`config.mk`:
```
export PLATFORM = sky130hd
export DESIGN_NAME = irqRouter
export DESIGN_NICKNAME = d
export VERILOG_FILES = /design/src/rtl/irqRouterPkg.sv /design/src/rtl/irqRouterCtrl.sv /design/src/rtl/irqRouterDatapath.sv /design/src/rtl/irqRouter.sv
export SDC_FILE = /design/constraint.sdc
export NUM_CORES = 2
export LEC_CHECK = 0
export BUFFER_PORTS_ARGS = -buffer_cell sky130_fd_sc_hd__buf_2
export CAP_MARGIN = 0
export CELL_PAD_IN_SITES_DETAIL_PLACEMENT = 0
export CELL_PAD_IN_SITES_GLOBAL_PLACEMENT = 1
export CORE_MARGIN = 2
export CORE_UTILIZATION = 36
export CTS_BUF_LIST = sky130_fd_sc_hd__clkbuf_4 sky130_fd_sc_hd__clkbuf_8 sky130_fd_sc_hd__clkbuf_16
export DETAILED_ROUTE_END_ITERATION = 8
export GPL_TIMING_DRIVEN = 0
export MAX_ROUTING_LAYER = met4
export PLACE_DENSITY_LB_ADDON = 0.1
export SLEW_MARGIN = 20
export SYNTH_ARGS = -nofsm -noshare
export SYNTH_HDL_FRONTEND = slang
export SYNTH_HIERARCHICAL = 1
export SYNTH_SLANG_ARGS = --single-unit
```
`constraint.sdc`:
```
create_clock -name clk -period 3.5 [get_ports clk]
set_clock_uncertainty 0.05 [all_clocks]
set_input_delay 0.7 -clock clk [delete_from_list [all_inputs] [get_ports clk]]
set_output_delay 0.7 -clock clk [all_outputs]
set_load 0.1 [all_outputs]
```
`src/rtl/irqRouterPkg.sv`:
```
package irqRouterPkg;
  localparam int SLOT_W = 7;  // slot field width; NUM_LINES up to 120

  typedef struct packed {
    logic [7:0] dest;
    logic       mask;
    logic       level;
    logic       actLow;
    logic       logical;
    logic [2:0] mode;
    logic [7:0] vector;
  } entryT;

  typedef struct packed {
    logic              selAcc;   // offset 0x00 addressed
    logic              winAcc;   // offset 0x10 addressed
    logic              selWe;
    logic              winWe;
    logic              winId;
    logic              winEntry;
    logic              winHi;
    logic [SLOT_W-1:0] slot;
    logic              load;
    logic [SLOT_W-1:0] grant;
    logic              accept;
    logic [SLOT_W-1:0] held;
  } strobeT;
endpackage

```
`src/rtl/irqRouterCtrl.sv`:
```
module irqRouterCtrl
  import irqRouterPkg::*;
#(
  parameter int NUM_LINES = 24
) (
  input  logic                 clk,
  input  logic                 rstN,
  input  logic                 busValid,
  input  logic                 busWrite,
  input  logic [7:0]           busAddr,
  input  logic [7:0]           selIdx,
  input  logic [NUM_LINES-1:0] reqVec,
  input  logic                 msgReady,
  output strobeT               stb,
  output logic                 busy
);
  localparam logic [8:0] IDX_END = 9'(16 + 2 * NUM_LINES);

  logic [SLOT_W-1:0] heldSlot;
  logic [SLOT_W-1:0] grantIdx;
  logic [7:0]        relIdx;

  always_comb begin
    grantIdx = '0;
    for (int i = NUM_LINES - 1; i >= 0; i--) begin
      if (reqVec[i]) grantIdx = SLOT_W'(i);
    end
  end

  assign relIdx = selIdx - 8'h10;

  always_comb begin
    stb          = '0;
    stb.selAcc   = (busAddr == 8'h00);
    stb.winAcc   = (busAddr == 8'h10);
    stb.selWe    = busValid & busWrite & stb.selAcc;
    stb.winWe    = busValid & busWrite & stb.winAcc;
    stb.winId    = (selIdx == 8'h00);
    stb.winEntry = (selIdx >= 8'h10) && ({1'b0, selIdx} < IDX_END);
    stb.winHi    = selIdx[0];
    stb.slot     = relIdx[SLOT_W:1];
    stb.load     = ~busy & (|reqVec);
    stb.grant    = grantIdx;
    stb.accept   = busy & msgReady;
    stb.held     = heldSlot;
  end

  always_ff @(posedge clk or negedge rstN) begin
    if (!rstN) begin
      busy     <= 1'b0;
      heldSlot <= '0;
    end else if (stb.accept) begin
      busy <= 1'b0;
    end else if (stb.load) begin
      busy     <= 1'b1;
      heldSlot <= grantIdx;
    end
  end
endmodule

```
`src/rtl/irqRouterDatapath.sv`:
```
module irqRouterDatapath
  import irqRouterPkg::*;
#(
  parameter int NUM_LINES = 24
) (
  input  logic                 clk,
  input  logic                 rstN,
  input  strobeT               stb,
  input  logic [31:0]          busWdata,
  input  logic [NUM_LINES-1:0] lineIn,
  input  logic                 eoiValid,
  input  logic [7:0]           eoiVector,
  output logic [7:0]           selIdx,
  output logic [NUM_LINES-1:0] reqVec,
  output logic [NUM_LINES-1:0] pendVec,
  output logic [NUM_LINES-1:0] rirrVec,
  output logic [NUM_LINES-1:0] maskVec,
  output logic [31:0]          busRdata,
  output logic [7:0]           msgVector,
  output logic [2:0]           msgMode,
  output logic                 msgLogical,
  output logic [7:0]           msgDest
);
  localparam int SW = (NUM_LINES > 1) ? $clog2(NUM_LINES) : 1;

  logic [3:0]  idReg;
  entryT       entArr [NUM_LINES];
  logic [31:0] loWord [NUM_LINES];
  logic [31:0] hiWord [NUM_LINES];

  for (genvar i = 0; i < NUM_LINES; i++) begin : g_slot
    entryT entR;
    logic  pendR, rirrR, prevAct;
    logic  act, rise, edgeMode, setCond, accHere, wrLo, wrHi;

    assign act      = lineIn[i] ^ entR.actLow;
    assign rise     = act & ~prevAct;
    assign edgeMode = ~entR.level | (entR.mode == 3'd4) | (entR.mode == 3'd5)
                      | (entR.mode == 3'd7);
    assign setCond  = ~entR.mask & (edgeMode ? rise : (act & ~rirrR));
    assign accHere  = stb.accept && (stb.held == SLOT_W'(i));
    assign wrLo     = stb.winWe && stb.winEntry && !stb.winHi && (stb.slot == SLOT_W'(i));
    assign wrHi     = stb.winWe && stb.winEntry && stb.winHi && (stb.slot == SLOT_W'(i));

    always_ff @(posedge clk or negedge rstN) begin
      if (!rstN) begin
        entR    <= '{mask: 1'b1, default: '0};
        pendR   <= 1'b0;
        rirrR   <= 1'b0;
        prevAct <= 1'b0;
      end else begin
        prevAct <= act;
        if (wrLo) begin
          entR.vector  <= busWdata[7:0];
          entR.mode    <= busWdata[10:8];
          entR.logical <= busWdata[11];
          entR.actLow  <= busWdata[13];
          entR.level   <= busWdata[15];
          entR.mask    <= busWdata[16];
        end
        if (wrHi) entR.dest <= busWdata[31:24];
        pendR <= accHere ? (edgeMode & setCond) : (pendR | setCond);
        if (accHere && !edgeMode) rirrR <= 1'b1;
        else if (eoiValid && (eoiVector == entR.vector)) rirrR <= 1'b0;
      end
    end

    assign entArr[i] = entR;
    assign pendVec[i] = pendR;
    assign rirrVec[i] = rirrR;
    assign maskVec[i] = entR.mask;
    assign reqVec[i]  = pendR & ~entR.mask;
    assign loWord[i]  = {15'b0, entR.mask, entR.level, rirrR, entR.actLow, pendR,
                         entR.logical, entR.mode, entR.vector};
    assign hiWord[i]  = {entR.dest, 24'b0};
  end

  always_ff @(posedge clk or negedge rstN) begin
    if (!rstN) begin
      selIdx     <= '0;
      idReg      <= '0;
      msgVector  <= '0;
      msgMode    <= '0;
      msgLogical <= 1'b0;
      msgDest    <= '0;
    end else begin
      if (stb.selWe) selIdx <= busWdata[7:0];
      if (stb.winWe && stb.winId) idReg <= busWdata[27:24];
      if (stb.load) begin
        msgVector  <= entArr[stb.grant[SW-1:0]].vector;
        msgMode    <= entArr[stb.grant[SW-1:0]].mode;
        msgLogical <= entArr[stb.grant[SW-1:0]].logical;
        msgDest    <= entArr[stb.grant[SW-1:0]].dest;
      end
    end
  end

  always_comb begin
    busRdata = '0;
    if (stb.selAcc) busRdata = {24'b0, selIdx};
    else if (stb.winAcc) begin
      if (stb.winId) busRdata = {4'b0, idReg, 24'b0};
      else if (stb.winEntry)
        busRdata = stb.winHi ? hiWord[stb.slot[SW-1:0]] : loWord[stb.slot[SW-1:0]];
    end
  end
endmodule

```
`src/rtl/irqRouter.sv`:
```
module irqRouter
  import irqRouterPkg::*;
#(
  parameter int NUM_LINES = 24
) (
  input  logic                 clk,
  input  logic                 rstN,
  input  logic                 busValid,
  input  logic                 busWrite,
  input  logic [7:0]           busAddr,
  input  logic [31:0]          busWdata,
  output logic [31:0]          busRdata,
  input  logic [NUM_LINES-1:0] lineIn,
  input  logic                 eoiValid,
  input  logic [7:0]           eoiVector,
  output logic                 msgValid,
  input  logic                 msgReady,
  output logic [7:0]           msgVector,
  output logic [2:0]           msgMode,
  output logic                 msgLogical,
  output logic [7:0]           msgDest
);
  strobeT               stb;
  logic [7:0]           selIdx;
  logic [NUM_LINES-1:0] reqVec, pendVec, rirrVec, maskVec;

  irqRouterCtrl #(.NUM_LINES(NUM_LINES)) u_ctrl (
    .clk(clk), .rstN(rstN), .busValid(busValid), .busWrite(busWrite),
    .busAddr(busAddr), .selIdx(selIdx), .reqVec(reqVec), .msgReady(msgReady),
    .stb(stb), .busy(msgValid)
  );

  irqRouterDatapath #(.NUM_LINES(NUM_LINES)) u_dp (
    .clk(clk), .rstN(rstN), .stb(stb), .busWdata(busWdata), .lineIn(lineIn),
    .eoiValid(eoiValid), .eoiVector(eoiVector), .selIdx(selIdx), .reqVec(reqVec),
    .pendVec(pendVec), .rirrVec(rirrVec), .maskVec(maskVec), .busRdata(busRdata),
    .msgVector(msgVector), .msgMode(msgMode), .msgLogical(msgLogical), .msgDest(msgDest)
  );
endmodule

```
## Yosys cells after proc, flatten, opt, wreduce, memory -nomap -nowiden

Index checks and enable logic that the tools add are counted.

- Muxes and demuxes: 136
- Bitwise gates (word level): 345
- $lt $le $gt $ge: 4
- Add/sub/neg operators: 1
- Eq/ne operators: 143
- Reductions and logical operators: 181

Operator list:

| kind | number |
|---|---|
| $bmux W32 S5 | 2 |
| $mux W32 | 9 |
| $eq A3 B3 Y1 const B | 72 |
| $eq A8 B8 Y1 | 24 |
| $mux W7 | 23 |
| $and A1 B1 Y1 | 125 |
| $logic_and A1 B1 Y1 | 125 |
| $bmux W23 S5 | 1 |
| $eq A7 B4 Y1 const B | 16 |
| $eq A7 B5 Y1 const B | 16 |
| $mux W1 | 98 |
| $not A1 Y1 | 98 |
| $or A1 B1 Y1 | 96 |
| $eq A7 B3 Y1 const B | 8 |
| $reduce_bool A2 Y1 | 25 |
| $mux W23 | 2 |
| $eq A7 B2 Y1 const B | 4 |
| $logic_not A1 Y1 | 25 |
| $reduce_or A24 Y1 | 1 |
| $xor A1 B1 Y1 | 24 |
| $logic_not A8 Y1 | 2 |
| $eq A7 B1 Y1 const B | 2 |
| $logic_not A7 Y1 | 2 |
| $ge A6 B6 Y1 const B | 2 |
| 7 further kinds | 8 |

- Bits in registers: 664
- Output and inout port bits: 53
- Word-level logic and storage cells: 1058

## Logic depth before layout (Yosys ltp)

- Word-level depth: 30
- Depth in mapped cells: 12
- Depth with buffers taken out: 9

## Cells and area by module

The synthesis kept the hierarchy.

By module, submodules not included:

| module | times used | cells each | area each (sq um) |
|---|---|---|---|
| irqRouterDatapath | 1 | 2960 | 37551.0 |
| irqRouterCtrl | 1 | 93 | 714.4 |

## Least setup slack after synthesis

OpenSTA, ideal clock, no wires.

- Path kind: input to output
- Start point: input port busAddr[2]
- End point: output port busRdata[6]
- Path buffers: 1
- Stages on the path: 7
- Arrival time: 4.333 ns
- Slack: -1.583 ns
- Cells stage by stage: nor4_1 -> and3_1 -> nand4bb_1 -> nor3_1 -> clkbuf_1 -> a31oi_1 -> o21ai_0

RTL lines:

| what | line | source |
|---|---|---|
| start, declared | irqRouter.sv:10 | `input logic [7:0] busAddr,` |
| end, declared | irqRouter.sv:12 | `output logic [31:0] busRdata,` |

==> results.yml <==
status:
  status: "finished with violations"
  failed_checks: "hold timing, setup timing"
finish:
  synthToLayoutAreaGrowth_pct: 22.0
  drive_gt1_share_pct: 44.0
  final_core_util_pct: 44.4
  nNetsFinal: 3307
detailed_routing:
  routedWlPerCell_um: 38.7
  drt_first_iter_violations: 2924
  wirelength_um: 181000
  viasPerCell: 6.23
  vias: 29200
  drc: 0
  final_antenna_net_count: 0
  firstDrtPassIters: 5
placed_design:
  io_buffers: 106
  place_ws_ps: -1710
  place.gp.congestion: 0.959
  hpwlAfterDp_um: 133000
timing:
  fin_crit_sh_pct: 113
  fin_ws_ps: -461
  slew_viol_final: 0
  rsz0062_at_grt: "yes"
  fmax_mhz: 252
  whs_ps: -7.07
  tns_ps: -13050
  finalSetupViolCount: 75
  post-route-min-period_ps: 3960
  final_hold_viol_count: 2
  relSlewSlack_pct: 22.1
  tightest_slew_ps: 1170
grt:
  track_usage_pct: 34.6
  gr-total-overflow: 0
  grt_max_degree: 98
  antenna_found_initial: 17
  grt_pass1_vias: 29900
  grt_first_pass_wirelength_um: 249000
critical_path:
  max_stage_delay_ps: 450
  start_kind: "flop"
  cp_max_fo: 5
  cp.buffers_inverters: 2
  worstPathRequired_ps: 2750
  critPathTopFamily: "simple AND/OR/NAND/NOR gates"
  worst_path_max_delay_cell: "dfrtp_2"
  cp.arrival_ps: 3210
  cp-end-kind: "output port"
  critical_path_class: "reg2out"
  crit_chain: "nor4_4 -> nand2_2 -> a21boi_4 -> nand4bb_4 -> nor3_4 -> clkbuf_8 -> a31oi_4 -> o21ai_4 -> buf_12"
clock_tree:
  clock_sinks: 662
  clkTransAtPathRegs_ps: 60
  cts_tree: "yes"
  cts_buffer_depth: 3
  cts_htree_levels: 3
  cts-buffers-inserted: 82
  root_buffer: "clkbuf_16"
  clk_latency_ps: 680
pwr:
  swShare_pct: 27.4
  peakVddDrop_uv: 361
  combPwrFrac_pct: 10.6
  seq_power_share_pct: 41.1
  p_sw_mw: 5.17
  power_density_mw_per_mm2: 411
  power.share.clock_pct: 48.3
  p_leak_nw: 20.0
  finalPower_mw: 18.9
  internal_power_mw: 13.7
job:
  drv_cap: 0
floorplan:
  boundaryPins: 131
  fp.dieArea_mm2: 0.107
  placeableCoreArea_mm2: 0.104
  die_w_um: 328
  initial_core_util_pct: 36.4
  std_cell_rows: 118
  die_h_um: 328
synth:
  synth_cells: 2979
  synth_area_mm2: 0.0377
  syn_area_per_cell_um2: 12.7
  synth_warnings: 6
min_path:
  hold_path.class: "in2async"
-- path summary, 6_finish.rpt --
path                                       startpoint                           endpoint  slack (ps)  cells after the start
max                        u_dp/selIdx[1]$_DFFE_PN0P_                        busRdata[0]        -460                      9
min                                              rstN        u_dp/entArr[24]$_DFFE_PN0P_          -7                      1
max reg2reg                u_dp/selIdx[5]$_DFFE_PN0P_       u_dp/entArr[370]$_DFFE_PN0P_        -100                     10
min reg2reg                 u_dp/idReg[1]$_DFFE_PN0P_          u_dp/idReg[1]$_DFFE_PN0P_         460                      1
max in group asynchronous                        rstN       u_dp/entArr[548]$_DFFE_PN0P_        1580                      4
min in group clk                           lineIn[21]  u_dp/g_slot[21].prevAct$_DFF_PN0_         180                      2
-- layout make-up --
| cell class | instances | area, um^2 |
|---|---|---|
| antenna | 9 | 22.5 |
| buffer | 233 | 2050 |
| clock buffer | 107 | 2320 |
| clock inverter | 43 | 561 |
| fill | 9562 | 57600 |
| inverter | 10 | 45.0 |
| multi-input combinational | 2077 | 21100 |
| sequential | 662 | 16600 |
| tap | 1380 | 1730 |
| timing repair buffer | 160 | 1560 |
-- worst register-to-register path, delay by kind of cell, from the launching register on --
family | cells | cell delay (ps)
mux | 1 | 390
flops | 1 | 430
buf+inv | 5 | 1010
fa+ha+maj | 1 | 320
simple gates | 3 | 1300
-- power groups by stage --
stage          Sequential (mW)  Clock (mW)  Combinational (mW)
2_1_floorplan             8.10           0               0.718
6_report                  7.76        9.12                2.01
5_1_grt                   7.76        9.62                2.06
3_5_place_dp              7.90           0                1.77
3_3_place_gp              7.90           0                1.73
4_1_cts                   7.76        9.31                1.94
-- metal layers --
metal  part of all wire (%)  up-vias  wire length, um  GRT usage (%)
met2                     45     1412            82400           52.5
li1                       -    11700                -              -
met4                    5.6        0            10200           16.3
met1                     41    15600            74300           44.1
met3                    7.9      408            14400           7.37
met5                      0        -                0              -
-- timing repair --
| action | CTS | global route |
|---|---|---|
| resized for setup | 461 | 103 |
| setup buffers | 33 | 9 |
| cloned | 2 | 0 |
| pin swaps | 25 | 28 |
| hold buffers | 0 | 0 |
| hold endpoints to repair | 0 | 0 |
| endpoints found under the setup margin | 143 | 107 |
-- placed cells by master, fill, tap and decap left out, types with 47 or more instances in the layout --
cell type and instances:
buf_2 102, a22oi_1 103, mux2i_1 250, xor2_1 194
mux2_2 604, dfrtp_1 633, clkbuf_1 47, buf_4 71
clkbuf_16 84, mux4_2 135, nand2_1 49, nor2_1 62
-- per-stage QoR --
step | std cells | hold WS [ps] | area, um^2
floorplan | 2986 | 354 | 37900
global placement | 4472 | 439 | 40200
detailed placement | 4482 | 444 | 40500
CTS | 4664 | 6.52 | 45500
global route | 4679 | 40.1 | 46000
finish | 4681 | -7.07 | 46000
-- state kept, by name (all words and copies together) (netlist names), 3 cells and up --
name / flops
u_dp/entArr: 528
u_dp/g_slot.pendR: 24
u_dp/g_slot.prevAct: 24
u_dp/g_slot.rirrR: 24
u_dp/maskVec: 24
u_dp/msgDest: 8
u_dp/msgVector: 8
u_dp/selIdx: 8
u_ctrl/heldSlot: 5
u_dp/idReg: 4
u_dp/msgMode: 3
Power figures use the tool's default switching activity.
